===== src/rtl/tcap_pkg.sv =====
package tcap_pkg;

   typedef enum logic [3:0] {
      TCAP_OFF   = 4'b0000,
      TCAP_FALL  = 4'b0100,
      TCAP_RISE  = 4'b0101,
      TCAP_DIVLO = 4'b0110,
      TCAP_DIVHI = 4'b0111
   } tcap_mode_e;

   localparam int unsigned TCAP_MODE_W = 4;

   // capture modes occupy the 01xx group
   function automatic logic tcap_is_capture(input logic [TCAP_MODE_W-1:0] m);
      return (m[3:2] == 2'b01);
   endfunction

   function automatic logic tcap_is_divided(input logic [TCAP_MODE_W-1:0] m);
      return (m[3:1] == 3'b011);
   endfunction

endpackage


===== src/rtl/tcap_pin_sync.sv =====
module tcap_pin_sync #(
   parameter int unsigned STAGES = 2
) (
   input  logic clk,
   input  logic rst_n,
   input  logic pin_in,
   output logic rise,
   output logic fall
);

   if (STAGES < 2) begin : g_bad_stages
      $error("tcap_pin_sync: STAGES must be at least 2");
   end

   logic [STAGES-1:0] chain;
   logic              last_q;

   for (genvar i = 0; i < STAGES; i++) begin : g_stage
      if (i == 0) begin : g_first
         always_ff @(posedge clk or negedge rst_n) begin
            if (!rst_n) chain[0] <= 1'b0;
            else        chain[0] <= pin_in;
         end
      end else begin : g_next
         always_ff @(posedge clk or negedge rst_n) begin
            if (!rst_n) chain[i] <= 1'b0;
            else        chain[i] <= chain[i-1];
         end
      end
   end

   always_ff @(posedge clk or negedge rst_n) begin
      if (!rst_n) last_q <= 1'b0;
      else        last_q <= chain[STAGES-1];
   end

   assign rise =  chain[STAGES-1] & ~last_q;
   assign fall = ~chain[STAGES-1] &  last_q;

endmodule


===== src/rtl/tcap_edge_qual.sv =====
module tcap_edge_qual
   import tcap_pkg::*;
#(
   parameter int unsigned DIV_LO = 4,
   parameter int unsigned DIV_HI = 16,
   parameter int unsigned PS_W   = $clog2(DIV_HI)
) (
   input  logic                   clk,
   input  logic                   rst_n,
   input  logic [TCAP_MODE_W-1:0] mode,
   input  logic                   rise,
   input  logic                   fall,
   output logic                   cap_evt,
   output logic [PS_W-1:0]        cnt
);

   if (DIV_LO < 2 || DIV_HI < DIV_LO) begin : g_bad_div
      $error("tcap_edge_qual: need 2 <= DIV_LO <= DIV_HI");
   end
   if ((1 << PS_W) < DIV_HI) begin : g_bad_psw
      $error("tcap_edge_qual: PS_W too narrow for DIV_HI");
   end

   localparam logic [PS_W:0] LIM_LO = (PS_W+1)'(DIV_LO);
   localparam logic [PS_W:0] LIM_HI = (PS_W+1)'(DIV_HI);

   logic [PS_W-1:0] cnt_q, cnt_d;
   logic [PS_W:0]   cnt_inc;
   logic [PS_W:0]   limit;
   logic            evt;

   assign cnt_inc = {1'b0, cnt_q} + 1'b1;
   assign limit   = (mode == TCAP_DIVHI) ? LIM_HI : LIM_LO;

   always_comb begin
      evt   = 1'b0;
      cnt_d = cnt_q;
      if (!tcap_is_capture(mode)) begin
         cnt_d = '0;
      end else if (tcap_is_divided(mode)) begin
         if (rise) begin
            if (cnt_inc >= limit) begin
               evt   = 1'b1;
               cnt_d = '0;
            end else begin
               cnt_d = cnt_inc[PS_W-1:0];
            end
         end
      end else if (mode == TCAP_FALL) begin
         evt = fall;
      end else begin
         evt = rise;
      end
   end

   always_ff @(posedge clk or negedge rst_n) begin
      if (!rst_n) cnt_q <= '0;
      else        cnt_q <= cnt_d;
   end

   assign cap_evt = evt;
   assign cnt     = cnt_q;

endmodule


===== src/rtl/tmr_capture_unit.sv =====
module tmr_capture_unit
   import tcap_pkg::*;
#(
   parameter int unsigned TMR_W       = 16,
   parameter int unsigned SYNC_STAGES = 2,
   parameter int unsigned DIV_LO      = 4,
   parameter int unsigned DIV_HI      = 16
) (
   input  logic                   clk,
   input  logic                   rst_n,
   input  logic [TMR_W-1:0]       timer_val,
   input  logic                   pin_async,
   input  logic                   pin_is_output,
   input  logic                   pin_out_data,
   input  logic                   mode_wr,
   input  logic [TCAP_MODE_W-1:0] mode_wdata,
   input  logic                   flag_clr,
   output logic [TMR_W-1:0]       cap_val,
   output logic                   irq
);

   localparam int unsigned PS_W = (DIV_HI > 2) ? $clog2(DIV_HI) : 1;

   if (TMR_W < 2) begin : g_bad_width
      $error("tmr_capture_unit: TMR_W must be at least 2");
   end

   logic                   pin_src;
   logic                   rise, fall;
   logic                   cap_evt;
   logic [PS_W-1:0]        ps_cnt;
   logic [TCAP_MODE_W-1:0] mode_q;
   logic                   spur_set;
   logic [TMR_W-1:0]       cap_q;
   logic                   irq_q;

   // output-configured pin feeds its own data bit back to the detector
   assign pin_src = pin_is_output ? pin_out_data : pin_async;

   tcap_pin_sync #(.STAGES(SYNC_STAGES)) u_sync (
      .clk    (clk),
      .rst_n  (rst_n),
      .pin_in (pin_src),
      .rise   (rise),
      .fall   (fall)
   );

   tcap_edge_qual #(.DIV_LO(DIV_LO), .DIV_HI(DIV_HI), .PS_W(PS_W)) u_qual (
      .clk     (clk),
      .rst_n   (rst_n),
      .mode    (mode_q),
      .rise    (rise),
      .fall    (fall),
      .cap_evt (cap_evt),
      .cnt     (ps_cnt)
   );

   assign spur_set = mode_wr && (mode_wdata != mode_q) && tcap_is_capture(mode_wdata);

   always_ff @(posedge clk or negedge rst_n) begin
      if (!rst_n)       mode_q <= TCAP_OFF;
      else if (mode_wr) mode_q <= mode_wdata;
   end

   always_ff @(posedge clk or negedge rst_n) begin
      if (!rst_n)       cap_q <= '0;
      else if (cap_evt) cap_q <= timer_val;
   end

   always_ff @(posedge clk or negedge rst_n) begin
      if (!rst_n)                    irq_q <= 1'b0;
      else if (cap_evt || spur_set)  irq_q <= 1'b1;
      else if (flag_clr)             irq_q <= 1'b0;
   end

   assign cap_val = cap_q;
   assign irq     = irq_q;

endmodule


===== config.mk =====
export PLATFORM = sky130hd
export DESIGN_NAME = tmr_capture_unit
export DESIGN_NICKNAME = d
export VERILOG_FILES = /design/src/rtl/tcap_pkg.sv /design/src/rtl/tcap_pin_sync.sv /design/src/rtl/tcap_edge_qual.sv /design/src/rtl/tmr_capture_unit.sv
export SDC_FILE = /design/constraint.sdc
export NUM_CORES = 1
export LEC_CHECK = 0
export ABC_AREA = 1
export BUFFER_PORTS_ARGS = -buffer_cell sky130_fd_sc_hd__buf_2
export CORE_MARGIN = 2
export CORE_UTILIZATION = 43
export CTS_BUF_LIST = sky130_fd_sc_hd__clkbuf_16
export CTS_CLUSTER_DIAMETER = 60
export DETAILED_ROUTE_END_ITERATION = 16
export PLACE_DENSITY = 0.69
export SLEW_MARGIN = 20
export SYNTH_ARGS = -nofsm -noshare
export SYNTH_HDL_FRONTEND = slang
export SYNTH_HIERARCHICAL = 1
export SYNTH_SLANG_ARGS = --single-unit

===== constraint.sdc =====
create_clock -name clk -period 3.8 [get_ports clk]
set_input_delay 0.57 -clock clk [delete_from_list [all_inputs] [get_ports clk]]
set_output_delay 0.57 -clock clk [all_outputs]
set_load 0.005 [all_outputs]

==> flow_summary_export.csv, run 1 <==
group,metric,value,unit
logic_synthesis,synth_seq_area_share,50.8,%
logic_synthesis,synth_ff_type,"dfrtp_1",
drt,viasPerCell,4.72,
sta,rsz0062_at_grt,"no",
clock_tree,clock-sinks,28,
drt,drc,0,
power_and_ir_drop,power_leakage,0.946,nW
clock_tree,path_clk_slew,0.07,ns
drt,dr.first_iter.drc_count,15,
floorplanning,io-pin-count,44,
setup_path,cp-startpoint,"u_qual/cnt[0]",
clock_tree,cts-buffers-inserted,3,
setup_path,critPathMaxFanout,17,
floorplanning,die_h,60.6,µm
logic_synthesis,synth_edf_count,0,
global_route,grt_pass1_wl,4330,µm
logic_synthesis,synthesis.nets,166,
setup_path,critPathTopFamily,"simple AND/OR/NAND/NOR gates",
setup_path,cp-end-kind,"register",
flow_run,maxCapViolations,0,
drt,firstDrtPassIters,4,
drt,wl_per_cell,11.7,µm
sta,tns,0,ns
power_and_ir_drop,power,0.955,mW
finish,register_area,701,µm²
logic_synthesis,ys_ff_latch,28,
sta,min_period,2.77,ns
drt,routed_wl,2620,µm
clock_tree,clk_latency,0.26,ns
setup_path,crit_slowest_cell,"mux2_4",
placement,io_buffer_count,43,
sta,slew_headroom,43.7,%
finish,fin_nets,212,
setup_path,startpoint_type,"register",
finish,fillCellCount,276,
placement,gp_congestion,0.826,
setup_path,crit_path_max_incr_delay,0.49,ns
finish,antennaDiodeCount,0,
setup_path,cp.required,3.95,ns
global_route,grt_max_degree,29,
clock_tree,root_buffer,"clkbuf_16",
hold_path,hold_path.class,"input pin to asynchronous set/reset pin",
logic_synthesis,yosysWarnings,6,
floorplanning,core-area,0.00305,mm²
finish,multi_input_area,573,µm²
setup_path,arrival,2.92,ns
sta,slew_viol_final,0,
floorplanning,initial_core_util,45.2,%
setup_path,worst-r2r-cell-count,10,
clock_tree,cts_resized,0,
drt,num_vias,1057,
logic_synthesis,synth_top_area_cell,"dfrtp_1",
logic_synthesis,syn_inst,135,
setup_path,crit_type,"register to register",
clock_tree,ctsHoldBuffers,0,
clock_tree,cts_setup_buffers,0,
setup_path,crit_end,"cap_val[3]",
sta,setup_violations,0,
floorplanning,rows,20,
clock_tree,clock_path_buffers,2,
sta,finClkSkew,0.00362,ns
floorplanning,die_w,60.6,µm
logic_synthesis,synth_async_sr_flop_share,100,%
finish,mostFrequentLayoutCell,"buf_2",
global_route,antenna_found_initial,0,
logic_synthesis,syn_avg_cell_area,10.2,µm²
finish,drive_gt1_share,40.0,%
finish,syn2layout_area_growth,25.0,%
global_route,grt_overflow,0,
sta,finalCritPeriodShare,73.0,%
floorplanning,die_area,0.00368,mm²
sta,fmax,361,MHz
setup_path,reg2reg_slack,1.03,ns
sta,tightest_slew,0.842,ns
setup_path,crit_cells,10,
logic_synthesis,synth_top_area_share,50.8,%
logic_synthesis,synth_cell_types,21,
clock_tree,htreeDepth,1,
global_route,grt_pass1_vias,1019,
placement,dpl.hpwl,2040,µm
setup_path,worstPathCellList,"ha_1 -> xnor2_1 -> ha_1 -> a21oi_1 -> nand3_2 -> nand2_4 -> nand2_2 -> nand2_1 -> nand2_1 -> mux2_4",
global_route,track_usage,16.3,%
setup_path,rr_startpoint,"u_qual/cnt[0]",
finish,most-common-layout-cells,"43 x buf_2, 35 x nand2_1, 28 x dfrtp_1",
logic_synthesis,yosys-top-cells-area,"dfrtp_1 51%, mux2_4 9.8%, nand2_1 9.5%",
setup_path,r2r_end,"cap_val[3]",
drt,postRouteAntennaNets,0,
logic_synthesis,synth_area,0.00138,mm²
clock_tree,cts_tree,"done",
power_and_ir_drop,vdd_drop_max,302,µV
sta,report.final.hold_viol_count,0,
setup_path,crit_buf_inv,0,
power_and_ir_drop,power.density,554,mW/mm²
run_status,outcome,"finished clean",
[per-stage QoR]
step	hold WS, ns	cell area, µm²	utilization, %	cells	setup WS, ns
2_1_floorplan	0.274	1380	-	135	1.59
3_3_place_gp	0.339	1620	53.0	220	1.24
3_5_place_dp	0.348	1620	53.0	220	1.02
4_1_cts	0.324	1720	56.4	224	0.991
5_1_grt	0.356	1720	56.4	224	0.855
6_report	0.307	1720	56.4	224	1.03
[worst reg2reg max path: cells and delay by family, from the launching register on]
family / cells / cell delay [ns]
AOI/OAI and AO/OA: 1 / 0.18
DFF: 1 / 0.45
adders and majority gates: 2 / 0.53
muxes: 1 / 0.49
and+or+nand+nor: 5 / 0.78
xor gates and xnor gates: 1 / 0.23
[flip-flops by register name, indices dropped and copies added, names as in the netlist]
name and flops:
cap_val 16, u_sync/chain 2, mode_q 4, irq 1
u_sync/last_q 1, u_qual/cnt 4
[per-layer routing]
metal,wire length [µm],share of wire [%],track usage (%)
met5,0,0,0
met4,61,2.3,7.76
met3,117,4.5,3.41
met2,1330,51,28.3
met1,1110,42,19.2
[worst min path at each step]
stage | from | to | slack (ns) | cells past startpoint
final | rst_n | cap_val[14] | 0.31 | 1
after global routing | rst_n | cap_val[13] | 0.36 | 1
after CTS | rst_n | cap_val[13] | 0.32 | 1
after detailed placement | u_sync/chain[0] | u_sync/chain[1] | 0.35 | 0
after global placement | u_sync/chain[0] | u_sync/chain[1] | 0.34 | 0
after floorplan | rst_n | cap_val[0] | 0.27 | 0
[cells in the mapped netlist (2+ instances only)]
cell type	count
nor2_1	10
nand2_1	35
nand3_1	4
o21ai_0	4
dfrtp_1	28
inv_1	16
ha_1	4
mux2_4	9
nand3_2	2
nand2_2	2
mux2_2	8
inv_2	2
a21oi_1	3
[report_power, final]
part	leakage (nW)	switching [mW]	internal, mW	total [mW]
Sequential	0.345	0.0472	0.377	0.425
Clock	0.0511	0.0974	0.210	0.307
Combinational	0.551	0.0819	0.142	0.224
[cells by family after synthesis]
logic type      count (synthesis)  synth area share, %
fa+ha+maj                       4                 3.63
flops                          28                 50.8
buf+inv                        21                 7.62
mux                            17                 16.3
simple gates                   56                 17.9
compound gates                  8                 3.09
xor+xnor                        1                0.635
[area by class of cell]
class,instances,area share [%]
clock inverters,1,1.74
clock buffers,3,4.36
inverters,19,4.28
flip-flops and latches,28,40.7
repair buffers,43,12.5
well taps,44,3.20
multi-input cells,86,33.3
Power figures use the tool's default switching activity.
==> run 2, diff against run 1 <==
--- a/config.mk
+++ b/config.mk
@@ -5,14 +5,14 @@
 export SDC_FILE = /design/constraint.sdc
 export NUM_CORES = 1
 export LEC_CHECK = 0
-export ABC_AREA = 1
+export ABC_AREA = 0
 export BUFFER_PORTS_ARGS = -buffer_cell sky130_fd_sc_hd__buf_2
 export CORE_MARGIN = 2
 export CORE_UTILIZATION = 43
 export CTS_BUF_LIST = sky130_fd_sc_hd__clkbuf_16
 export CTS_CLUSTER_DIAMETER = 60
 export DETAILED_ROUTE_END_ITERATION = 16
-export PLACE_DENSITY = 0.69
+export PLACE_DENSITY = 0.7
 export SLEW_MARGIN = 20
 export SYNTH_ARGS = -nofsm -noshare
 export SYNTH_HDL_FRONTEND = slang
==> constraint.sdc (replaced) <==
create_clock -name clk -period 2.7 [get_ports clk]
set_input_delay 0.405 -clock clk [delete_from_list [all_inputs] [get_ports clk]]
set_output_delay 0.405 -clock clk [all_outputs]
set_load 0.005 [all_outputs]
==> run 2 against run 1 <==
Net effect: clock-buffer cell count unchanged; clock power is 7.2% higher; power increased by 30%; global-route usage shrank 0.098 points; core utilization up 1.3 points; critical path depth did not move; synthesized cell count fell by 30%; largest cell class unchanged.
==> flow_summary_export.csv, run 2 <==
group,metric,value,unit
sta,rsz0062_at_grt,"no",
sta,slew_viol_final,0,
floorplanning,die_h,59.0,µm
logic_synthesis,ys_ff_latch,28,
global_route,grt_pass1_wl,4240,µm
sta,fin_ws,0.334,ns
logic_synthesis,synthesis.nets,126,
clock_tree,clock_path_buffers,2,
drt,dr.first_iter.drc_count,30,
logic_synthesis,synth_top_area_share,53.8,%
logic_synthesis,synth_top_area_cell,"dfrtp_1",
sta,fmax,423,MHz
global_route,antenna_found_initial,0,
run_status,outcome,"finished clean",
sta,report.final.hold_viol_count,0,
clock_tree,root_buffer,"clkbuf_16",
finish,syn2layout_area_growth,24.5,%
finish,mostFrequentLayoutCell,"buf_2",
setup_path,startpoint_type,"register",
sta,finalCritPeriodShare,87.6,%
clock_tree,clk_latency,0.26,ns
finish,fin_nets,174,
setup_path,reg2reg_slack,0.33,ns
global_route,grt_overflow,0,
setup_path,cp.required,2.85,ns
drt,num_vias,908,
sta,tns,0,ns
power_and_ir_drop,power_leakage,0.801,nW
logic_synthesis,synth_common_cells,"28 x dfrtp_1, 11 x mux2_2, 9 x mux2_4",
sta,slew_headroom,59.1,%
placement,pre_cts_ws,0.352,ns
sta,min_period,2.37,ns
floorplanning,io-pin-count,44,
drt,viasPerCell,5.25,
global_route,grt_use_met2,27.0,%
placement,dpl.hpwl,1890,µm
global_route,grt_use_met1,19.7,%
clock_tree,cts_tree,"done",
global_route,grt-busiest-layer,"met2",
logic_synthesis,synth_async_sr_flop_share,100,%
clock_tree,path_clk_slew,0.06,ns
sta,whs,0.153,ns
logic_synthesis,syn_inst,95,
clock_tree,cts_setup_buffers,0,
finish,most-common-layout-cells,"43 x buf_2, 28 x dfrtp_1, 11 x mux2_2",
floorplanning,initial_core_util,46.4,%
drt,routed_wl,2460,µm
logic_synthesis,yosysMostFrequentCell,"dfrtp_1",
drt,wl_per_cell,14.2,µm
sta,setup_violations,0,
setup_path,crit_type,"register to register",
global_route,gr-usage-met3,3.71,%
placement,io_buffer_count,43,
setup_path,cp-end-kind,"register",
floorplanning,core-area,0.00281,mm²
logic_synthesis,synth_ff_type,"dfrtp_1",
finish,antennaDiodeCount,0,
floorplanning,die_area,0.00348,mm²
clock_tree,ctsHoldBuffers,0,
logic_synthesis,synth_edf_count,0,
logic_synthesis,yosysWarnings,6,
global_route,grt_max_degree,29,
clock_tree,htreeDepth,1,
floorplanning,rows,19,
power_and_ir_drop,vdd_drop_max,361,µV
logic_synthesis,synth_seq_area_share,53.8,%
logic_synthesis,yosys-top-cells-area,"dfrtp_1 54%, mux2_4 10%, mux2_2 9.5%",
drt,firstDrtPassIters,4,
global_route,grt_pass1_vias,979,
flow_run,maxCapViolations,0,
global_route,track_usage,16.2,%
setup_path,arrival,2.51,ns
clock_tree,clock-sinks,28,
setup_path,critPathMaxFanout,10,
drt,drc,0,
logic_synthesis,synth_cell_types,28,
sta,finClkSkew,0.00122,ns
hold_path,hold_path.class,"input pin to asynchronous set/reset pin",
finish,largest_reg_flops,16,
sta,tightest_slew,0.613,ns
clock_tree,cts-buffers-inserted,3,
clock_tree,cts_resized,0,
drt,postRouteAntennaNets,0,
floorplanning,die_w,59.0,µm
logic_synthesis,synth_area,0.00130,mm²
power_and_ir_drop,power.density,768,mW/mm²
logic_synthesis,syn_avg_cell_area,13.7,µm²
finish,drive_gt1_share,52.1,%
placement,gp_congestion,0.684,
## run 2: cell count changes after synthesis, moves of 3 or more
cell | previous run | this run
nand3_1 | 4 | 0
inv_1 | 16 | 3
xor2_1 | 0 | 3
mux2_2 | 8 | 11
nor2_1 | 10 | 3
nand2_1 | 35 | 7
## run 2: final cells by class
| class | instances | area, µm² |
|---|---|---|
| Clock buffer | 3 | 75.1 |
| Clock inverter | 1 | 3.75 |
| Fill cell | 250 | 1180 |
| Inverter | 3 | 11.3 |
| Multi-Input combinational cell | 62 | 561 |
| Sequential cell | 28 | 701 |
| Tap cell | 31 | 38.8 |
| Timing Repair Buffer | 45 | 230 |
## run 2: stage by stage
| step | util [%] | cells | power, mW | instance area (µm²) |
|---|---|---|---|---|
| after floorplan | - | 95 | 0.764 | 1300 |
| after global placement | 55.0 | 169 | 0.907 | 1540 |
| after detailed placement | 55.0 | 169 | 0.926 | 1540 |
| after CTS | 57.8 | 173 | 1.26 | 1620 |
| after global routing | 57.8 | 173 | 1.32 | 1620 |
| final | 57.8 | 173 | 1.24 | 1620 |
## run 2: layer usage
metal  up-vias  routed length (µm)
met5         -                   0
met4         0                  44
met3         4                 137
met2        26                1230
met1       445                1050
li1        433                   -
## run 2: worst paths after layout
| kind | cells past startpoint | endpoint | start |
|---|---|---|---|
| max | 10 | cap_val[8] | u_qual/cnt[0] |
| min | 1 | cap_val[11] | rst_n |
| min reg2reg | 0 | u_sync/chain[1] | u_sync/chain[0] |
| max in group asynchronous | 1 | irq | rst_n |
| max reg2reg | 10 | cap_val[8] | u_qual/cnt[0] |
| min in group clk | 2 | irq | mode_wdata[3] |
## run 2: kinds of logic after synthesis
group           after synthesis  synth area share, %
flops                        28                 53.8
xor+xnor                      4                 2.69
simple gates                 22                 9.62
mux                          21                 20.7
fa+ha+maj                     4                 3.85
compound gates               11                 6.06
buf+inv                       5                 3.27
## run 2: worst max-delay path, cell delays in order (launching register included)
cell       delay (ns)
dfrtp_1          0.43
ha_1             0.26
xnor2_1          0.14
ha_1             0.28
nand2_1          0.06
o2111ai_2        0.09
o22ai_2          0.12
o22a_1           0.20
nor2_2           0.11
buf_4            0.23
mux2_4           0.32
## run 2: where the power goes
part / total, mW / internal (mW) / leakage, nW / switching, mW
registers: 0.602 / 0.534 / 0.347 / 0.0675
clock network: 0.329 / 0.198 / 0.0385 / 0.131
logic: 0.313 / 0.204 / 0.415 / 0.109
total: 1.24 / 0.937 / 0.801 / 0.307
==> run 3, diff against run 2 <==
--- a/config.mk
+++ b/config.mk
@@ -13,6 +13,7 @@
 export CTS_CLUSTER_DIAMETER = 60
 export DETAILED_ROUTE_END_ITERATION = 16
 export PLACE_DENSITY = 0.7
+export SETUP_SLACK_MARGIN = 0.5
 export SLEW_MARGIN = 20
 export SYNTH_ARGS = -nofsm -noshare
 export SYNTH_HDL_FRONTEND = slang
==> run 3 against run 2 <==
Net effect: combinational power increased by 2%; clock power increased by 31%; critical path depth unchanged; global-route usage increased by 0.35 points; clock skew increased by 0.0011 ns; via count increased by 1.1%; worst setup slack improved by 0.17 ns; non-clock buffer count increased by 7.
==> flow_summary_export.csv, run 3 (same netlist as run 2, synthesis figures left out) <==
group,metric,value,unit
run_status,outcome,"finished clean",
finish,mostFrequentLayoutCell,"buf_2",
power_and_ir_drop,switching_share,23.0,%
setup_path,critPathMaxFanout,9,
sta,finalCritPeriodShare,81.5,%
power_and_ir_drop,comb_power_share,23.6,%
finish,most-common-layout-cells,"43 x buf_2, 27 x dfrtp_1, 11 x mux2_2",
clock_tree,clock_path_buffers,2,
finish,layout.cell_area.non_filler,0.00174,mm²
power_and_ir_drop,p_int,1.04,mW
clock_tree,cts-buffers-inserted,3,
sta,tns,0,ns
clock_tree,root_buffer,"clkbuf_16",
floorplanning,die_w,59.0,µm
global_route,grt_overflow,0,
floorplanning,rows,19,
setup_path,crit_slowest_cell,"dfrtp_1",
clock_tree,htreeDepth,1,
sta,setup_violations,0,
setup_path,arrival,2.34,ns
clock_tree,path_clk_slew,0.07,ns
placement,dpl.hpwl,1670,µm
sta,whs,0.147,ns
global_route,antenna_found_initial,0,
setup_path,cp.required,2.84,ns
clock_tree,cts_tree,"done",
setup_path,cp-end-kind,"register",
sta,tightest_slew,0.597,ns
placement,placed_area,0.00154,mm²
setup_path,crit_type,"register to register",
global_route,grt_pass1_wl,4280,µm
drt,num_vias,918,
drt,viasPerCell,5.10,
finish,largest_reg_flops,16,
setup_path,critPathTopFamily,"adder cells",
clock_tree,clock-sinks,28,
floorplanning,die_area,0.00348,mm²
finish,syn2layout_area_growth,33.8,%
power_and_ir_drop,power,1.35,mW
sta,fmax,454,MHz
drt,postRouteAntennaNets,0,
floorplanning,initial_core_util,46.4,%
hold_path,hold_path.class,"input pin to asynchronous set/reset pin",
power_and_ir_drop,clockPowerShare,31.9,%
placement,io_buffer_count,43,
floorplanning,core-area,0.00281,mm²
drt,dr.first_iter.drc_count,26,
power_and_ir_drop,vdd_drop_max,542,µV
setup_path,worstPathCellList,"ha_2 -> xnor2_1 -> ha_1 -> nand2_1 -> o2111ai_2 -> o22ai_2 -> o22a_1 -> nor2_4 -> buf_12 -> mux2_2",
global_route,grt_pass1_vias,923,
finish,fin_nets,181,
sta,finClkSkew,0.00234,ns
global_route,track_usage,16.5,%
power_and_ir_drop,power_switching,0.310,mW
sta,rsz0062_at_grt,"yes",
floorplanning,die_h,59.0,µm
sta,report.final.hold_viol_count,0,
sta,slew_viol_final,0,
drt,firstDrtPassIters,4,
setup_path,startpoint_type,"register",
placement,gp_congestion,0.722,
sta,slew_headroom,60.2,%
setup_path,crit_path_max_incr_delay,0.39,ns
sta,fin_ws,0.500,ns
drt,wl_per_cell,13.8,µm
clock_tree,clk_latency,0.26,ns
drt,drc,0,
floorplanning,io-pin-count,44,
drt,routed_wl,2480,µm
power_and_ir_drop,power_leakage,0.851,nW
global_route,grt_max_degree,29,
setup_path,crit_buf_inv,1,
power_and_ir_drop,p_seq_share,44.5,%
sta,min_period,2.20,ns
finish,drive_gt1_share,57.0,%
finish,antennaDiodeCount,0,
power_and_ir_drop,power.density,775,mW/mm²
flow_run,maxCapViolations,0,
placement,pre_cts_ws,0.357,ns
run 3: power groups by stage:
stage,clock network [mW],logic (mW),registers [mW]
2_1_floorplan,0,0.155,0.609
3_3_place_gp,0,0.308,0.600
3_5_place_dp,0,0.314,0.604
4_1_cts,0.440,0.324,0.600
5_1_grt,0.460,0.349,0.615
6_report,0.430,0.319,0.600
run 3: worst paths after layout:
path                                  from               to  cells past startpoint  slack [ns]
hold reg to reg            u_sync/chain[0]  u_sync/chain[1]                      0        0.36
hold / removal                       rst_n      cap_val[11]                      1        0.15
max in group asynchronous            rst_n        mode_q[1]                      1        2.13
setup / recovery             u_qual/cnt[1]      cap_val[14]                     10        0.50
min in group clk             mode_wdata[3]              irq                      2        0.34
setup reg to reg             u_qual/cnt[1]      cap_val[14]                     10        0.50
run 3: area by class of cell:
class / instances / area, µm²
Fill cell: 212 / 1060
Timing Repair Buffer: 52 / 313
Sequential cell: 28 / 702
Tap cell: 31 / 38.8
Clock inverter: 1 / 30.0
Multi-Input combinational cell: 62 / 571
Inverter: 3 / 11.3
Clock buffer: 3 / 75.1
run 3: timing repair:
action / 4_1_cts / 5_1_grt
gates cloned: 1 / 0
setup endpoints to repair: 17 / 17
buffers inserted: 5 / 2
resized for setup: 5 / 2
hold buffers: 0 / 0
pin swaps: 2 / 1
run 3: routing by layer:
metal	part of all wire, %	GRT usage (%)	routed length, µm	vias to the layer above
met5	0	0	0	-
met4	0.81	3.90	20	0
met3	5.9	4.59	147	2
met2	49	27.6	1210	28
met1	44	21.4	1100	444
li1	-	-	-	444
run 3: through the flow:
| step | utilization, % | instances |
|---|---|---|
| floorplan | - | 95 |
| global placement | 54.9 | 168 |
| detailed placement | 54.9 | 168 |
| CTS | 61.6 | 178 |
| global route | 62.0 | 180 |
| finish | 62.0 | 180 |
